`src/rtl/tmo_pkg.sv`:
```
package tmo_pkg;

  // Sticky per-source expiry flags, bus in the upper bit
  typedef struct packed {
    logic bus;
    logic san;
  } tmo_flags_t;

  localparam int unsigned NUM_SRC = 2;

endpackage

```
`src/rtl/tmo_countdown.sv`:
```
module tmo_countdown #(
  parameter int unsigned    W         = 16,
  parameter logic [W-1:0]   RST_VAL   = '0,
  parameter bit             RST_ARMED = 1'b0
) (
  input  logic         clk,
  input  logic         rst_n,
  input  logic         restart,
  input  logic [W-1:0] load_val,
  input  logic         tick,
  output logic [W-1:0] count,
  output logic         fire
);

  localparam logic [W-1:0] ONE = W'(1);

  logic armed;

  // Expiry: a running counter is ticked at 1 or 0 with no restart pending
  always_comb fire = armed && !restart && tick && (count <= ONE);

  always_ff @(posedge clk) begin
    if (!rst_n) begin
      count <= RST_VAL;
      armed <= RST_ARMED;
    end else if (restart) begin
      count <= load_val;
      armed <= 1'b1;
    end else if (armed && tick) begin
      if (count <= ONE) begin
        count <= '0;
        armed <= 1'b0;
      end else begin
        count <= count - ONE;
      end
    end
  end

  // no tick and no restart -> value held
  p_hold_no_tick_r1: assert property (@(posedge clk) disable iff (!rst_n)
    (!restart && !tick) |=> $stable(count));

  // after running out, the counter parks until restarted
  p_park_zero_r5: assert property (@(posedge clk) disable iff (!rst_n)
    (!armed && !restart) |=> $stable(count));

  // the expiry edge lands at zero
  p_fire_lands_zero_r5: assert property (@(posedge clk) disable iff (!rst_n)
    fire |=> (count == '0));

endmodule

```
`src/rtl/tmo_err_latch.sv`:
```
module tmo_err_latch
  import tmo_pkg::*;
#(
  parameter int unsigned    AW       = 32,
  parameter logic [AW-1:0]  CLR_ADDR = AW'(32'h0004_4000)
) (
  input  logic          clk,
  input  logic          rst_n,
  input  logic          san_fire,
  input  logic          bus_fire,
  input  logic          clr_wr,
  input  logic [AW-1:0] clr_addr,
  output logic          err_q,
  output tmo_flags_t    flags_q
);

  logic clr_hit;
  logic any_fire;

  always_comb begin
    clr_hit  = clr_wr && (clr_addr == CLR_ADDR);
    any_fire = san_fire || bus_fire;
  end

  // A set always wins over a clear in the same cycle
  always_ff @(posedge clk) begin
    if (!rst_n) begin
      err_q   <= 1'b0;
      flags_q <= '0;
    end else begin
      if (san_fire)     flags_q.san <= 1'b1;
      else if (clr_hit) flags_q.san <= 1'b0;

      if (bus_fire)     flags_q.bus <= 1'b1;
      else if (clr_hit) flags_q.bus <= 1'b0;

      if (any_fire)     err_q <= 1'b1;
      else if (clr_hit) err_q <= 1'b0;
    end
  end

  // any expiry sets the shared error bit
  p_set_err_r6: assert property (@(posedge clk) disable iff (!rst_n)
    any_fire |=> err_q);

  // the error bit stays set until a matching clear
  p_sticky_r7: assert property (@(posedge clk) disable iff (!rst_n)
    (err_q && !clr_hit) |=> err_q);

  // a clear with no expiry empties the error bit and both flags
  p_clear_r8: assert property (@(posedge clk) disable iff (!rst_n)
    (clr_hit && !any_fire) |=> (!err_q && flags_q == '0));

endmodule

```
`src/rtl/tmo_monitor.sv`:
```
module tmo_monitor
  import tmo_pkg::*;
#(
  parameter int unsigned       SAN_W    = 16,
  parameter int unsigned       BUS_W    = 16,
  parameter logic [BUS_W-1:0]  BUS_LOAD = BUS_W'(200),
  parameter int unsigned       AW       = 32,
  parameter logic [AW-1:0]     CLR_ADDR = AW'(32'h0004_4000)
) (
  input  logic             clk,
  input  logic             rst_n,
  input  logic             tick_slow,
  input  logic             tick_fast,
  input  logic             san_kick,
  input  logic [SAN_W-1:0] san_load,
  input  logic             pwr_off_req,
  input  logic             arb_ack,
  input  logic             clr_wr,
  input  logic [AW-1:0]    clr_addr,
  output logic [SAN_W-1:0] san_count,
  output logic [BUS_W-1:0] bus_count,
  output logic [NUM_SRC-1:0] status,
  output logic             err_bit,
  output logic             irq15,
  output logic             diag_led,
  output logic             bus_tmo
);

  logic       pwr_q;
  logic       pwr_rise;
  logic       san_restart;
  logic       bus_restart;
  logic       san_fire;
  logic       bus_fire;
  logic       bus_tmo_q;
  logic       err_q;
  tmo_flags_t flags_q;

  always_ff @(posedge clk) begin
    if (!rst_n) begin
      pwr_q     <= 1'b0;
      bus_tmo_q <= 1'b0;
    end else begin
      pwr_q     <= pwr_off_req;
      bus_tmo_q <= bus_fire;
    end
  end

  always_comb begin
    pwr_rise    = pwr_off_req && !pwr_q;
    san_restart = san_kick || pwr_rise;
    bus_restart = !arb_ack;
  end

  tmo_countdown #(
    .W(SAN_W), .RST_VAL('0), .RST_ARMED(1'b0)
  ) u_san_cnt (
    .clk(clk), .rst_n(rst_n), .restart(san_restart), .load_val(san_load),
    .tick(tick_slow), .count(san_count), .fire(san_fire)
  );

  tmo_countdown #(
    .W(BUS_W), .RST_VAL(BUS_LOAD), .RST_ARMED(1'b1)
  ) u_bus_cnt (
    .clk(clk), .rst_n(rst_n), .restart(bus_restart), .load_val(BUS_LOAD),
    .tick(tick_fast), .count(bus_count), .fire(bus_fire)
  );

  tmo_err_latch #(
    .AW(AW), .CLR_ADDR(CLR_ADDR)
  ) u_err (
    .clk(clk), .rst_n(rst_n), .san_fire(san_fire), .bus_fire(bus_fire),
    .clr_wr(clr_wr), .clr_addr(clr_addr), .err_q(err_q), .flags_q(flags_q)
  );

  assign status   = {flags_q.bus, flags_q.san};
  assign err_bit  = err_q;
  assign irq15    = err_q;
  assign diag_led = err_q;
  assign bus_tmo  = bus_tmo_q;

  // the fault pulse is a single cycle
  p_pulse_single_r9: assert property (@(posedge clk) disable iff (!rst_n)
    bus_tmo_q |=> !bus_tmo_q);

  // the fault pulse comes with the bus flag
  p_pulse_flag_r9: assert property (@(posedge clk) disable iff (!rst_n)
    bus_tmo_q |-> flags_q.bus);

  // with acknowledge low, the bus counter is back at its start value
  p_bus_hold_r4: assert property (@(posedge clk) disable iff (!rst_n)
    !arb_ack |=> (bus_count == BUS_LOAD));

endmodule

```
`config.mk`:
```
export PLATFORM = sky130hd
export DESIGN_NAME = tmo_monitor
export DESIGN_NICKNAME = d
export VERILOG_FILES = /design/src/rtl/tmo_pkg.sv /design/src/rtl/tmo_countdown.sv /design/src/rtl/tmo_err_latch.sv /design/src/rtl/tmo_monitor.sv
export SDC_FILE = /design/constraint.sdc
export NUM_CORES = 1
export LEC_CHECK = 0
export BUFFER_PORTS_ARGS = -buffer_cell sky130_fd_sc_hd__clkbuf_2
export CAP_MARGIN = 20
export CORE_ASPECT_RATIO = 0.9
export CORE_MARGIN = 2
export CORE_UTILIZATION = 51
export CTS_CLUSTER_DIAMETER = 30
export DETAILED_ROUTE_END_ITERATION = 7
export MAX_ROUTING_LAYER = met4
export PLACE_DENSITY = 0.95
export SYNTH_ARGS = -nofsm -noshare
export SYNTH_HDL_FRONTEND = slang
export SYNTH_SLANG_ARGS = --single-unit
```
`constraint.sdc`:
```
create_clock -name clk -period 5.49 [get_ports clk]
set_input_delay 0.549 -clock clk [delete_from_list [all_inputs] [get_ports clk]]
set_output_delay 0.549 -clock clk [all_outputs]
set_load 0.03 [all_outputs]
```
==> out/qor.yml <==
critical_path:
  crit_path_start_kind: "register"
  crit_arrival_ns: 2.29
  crit_fanout: 13
  crit_start: "u_bus_cnt.count[8]"
  cp.required_ns: 5.65
  path_class: "reg -> reg"
  cp-end-kind: "register"
  r2r_start: "u_bus_cnt.count[8]"
sta:
  setup_viol: 0
  period_minus_slack_ns: 2.130
  rsz0062_at_grt: "false"
  min_period_over_period_pct: 38.79
  max_clock_freq_ghz: 0.4696
  slew_headroom_pct: 58.96
  fin_ws_ns: 3.360
  fin_skew_ns: 0.006558
  slew_viol_final: 0
  tns_ns: 0
  finalHoldViolations: 0
  worst_slew_pin_slew_ns: 0.6141
placement:
  gp_congestion: 0.8784
  postPlaceCellArea_mm2: 0.002580
  placedCellCount: 372
  dp_hpwl_mm: 4.113
  preCtsSetupSlack_ns: 3.359
  port_buffers: 93
final_layout:
  area_growth_pct: 26.90
  multi_input_area_mm2: 0.001236
  final_area_mm2: 0.002698
  seq_area_um2: 780.7
  nets: 391
  drive_gt1_share_pct: 38.86
  utilization_pct: 66.67
  num-fill-cells: 322
  diodes: 0
  stdcell_count: 380
synth:
  synth_common_cells: "dfxtp_1, a21oi_1, nor2_1"
  syn-num-nets: 302
  yosysWarnings: 0
  synth-main-ff-cell: "dfxtp_1"
  netlist_area_mm2: 0.002126
  postSynthAreaPerCell_um2: 8.784
  syn_inst: 242
  yosysTopAreaCell: "dfxtp_1"
  synth_area_leaders: "dfxtp_1, xnor2_1, a21oi_1, nor4_1, o21ai_0"
  synthArstFlopShare_pct: 0
  synth-edff-count: 0
  yosysMostFrequentCell: "dfxtp_1"
  ys_ff_latch: 39
  synth.distinct_cells: 51
  synth.top_cell.area_share_pct: 36.73
  ys_seq_area_share_pct: 36.73
global_routing:
  grt_pass1_wl_mm: 8.949
  antenna_found_initial: 0
  grt_start_max_net_pins: 22
  grt_pass1_vias: 2003
  grtUsageTotal_pct: 24.56
  grt-ovfl-total: 0
clocking:
  clk_latency_ns: 0.29
  cts_tree: "built"
  cts_repair_resize_count: 0
  clkSinkCount: 39
  cts_setup_buffers: 0
  path_clk_slew_ns: 0.08
  cts_buffer_depth: 2
  clockRootBuffer: "clkbuf_8"
  cts-buffers-inserted: 5
  cts.htree.levels: 2
  hold_buffers: 0
floorplan:
  core_mm2: 0.004046
  io_pins: 94
  die_h_um: 65.25
  initial_core_util_pct: 52.54
  dieArea_mm2: 0.004702
  row_count: 22
  die_w_um: 72.06
routing:
  drt_iter0_markers: 175
  wl_per_cell_um: 14.14
  drt-vias-per-instance: 5.676
  postRouteAntennaNets: 0
  remaining_drc_errors: 0
  wirelength_mm: 5.374
  num_vias: 2157
  first_pass_iters: 4
pwr:
  ir_drop_uv: 163.9
  power_leakage_nw: 1.247
  power_density_mw_per_mm2: 257.2
run_status:
  status: "finished, final reports clean"
job:
  drv_cap: 0
hold_path:
  min_path_type: "reg -> reg"
  min_from: "u_err.flags_q[1]"
through the flow:
step	hold slack, ns	total power, mW
final	0.4594	0.6939
after global routing	0.4630	0.7234
after CTS	0.4630	0.6981
after detailed placement	0.4498	0.4520
after global placement	0.4345	0.4465
after floorplan	0.4894	0.4075
power breakdown:
part / internal (mW) / switching [mW] / total, mW
registers: 0.295 / 0.0177 / 0.312
logic: 0.0567 / 0.0779 / 0.135
clock network: 0.147 / 0.0998 / 0.247
total: 0.498 / 0.195 / 0.694
flip-flops by register name, indices dropped and copies added, names as in the netlist:
signal and cells:
u_bus_cnt.count 16, bus_tmo 1, u_san_cnt.count 16, pwr_q 1, u_san_cnt.armed 1, u_err.err_q 1
u_bus_cnt.armed 1, u_err.flags_q 2
cell type report:
class | count | share of cell area, %
Multi-Input combinational cell | 183 | 45.83
Sequential cell | 39 | 28.94
Timing Repair Buffer | 94 | 17.53
Clock buffer | 6 | 3.061
Tap cell | 48 | 2.226
Clock inverter | 2 | 1.299
Inverter | 8 | 1.113
kinds of logic after synthesis:
| logic type | share of synthesized area (%) |
|---|---|
| adders and majority gates | 2.354 |
| DFF | 36.73 |
| AOI/OAI and AO/OA | 17.07 |
| muxes | 0.9418 |
| buffers and inverters | 5.120 |
| xor gates and xnor gates | 9.064 |
| and+or+nand+nor | 28.72 |
worst max-delay path: stages, from the launching register on:
cell and delay, ns:
dfxtp_1 0.37, or4_4 0.57, or4_4 0.48, o21ai_4 0.46
nor2_1 0.12
per-layer routing:
metal / vias up / GRT usage [%] / part of all wire [%]
met5: - / - / 0
met4: 0 / 9.434 / 2.2
met3: 13 / 3.528 / 7.1
met2: 93 / 40.74 / 49
met1: 991 / 30.39 / 42
li1: 1060 / - / -
cells in the final DEF, fill, tap and decap left out, types with 10 or more instances in the layout:
cell type	instances
clkbuf_2	93
dfxtp_1	39
nor2_1	17
a21oi_1	17
xnor2_1	16
o21ai_0	13
nor4_1	12
nor2_2	10
nand2_1	10
path summary, 6_finish.rpt:
check,end,slack (ns),depth (start not counted)
max,u_bus_cnt.count[2],3.36,4
min,u_err.flags_q[1],0.46,1
max reg2reg,u_bus_cnt.count[2],3.36,4
min reg2reg,u_err.flags_q[1],0.46,1
Power figures use the tool's default switching activity.
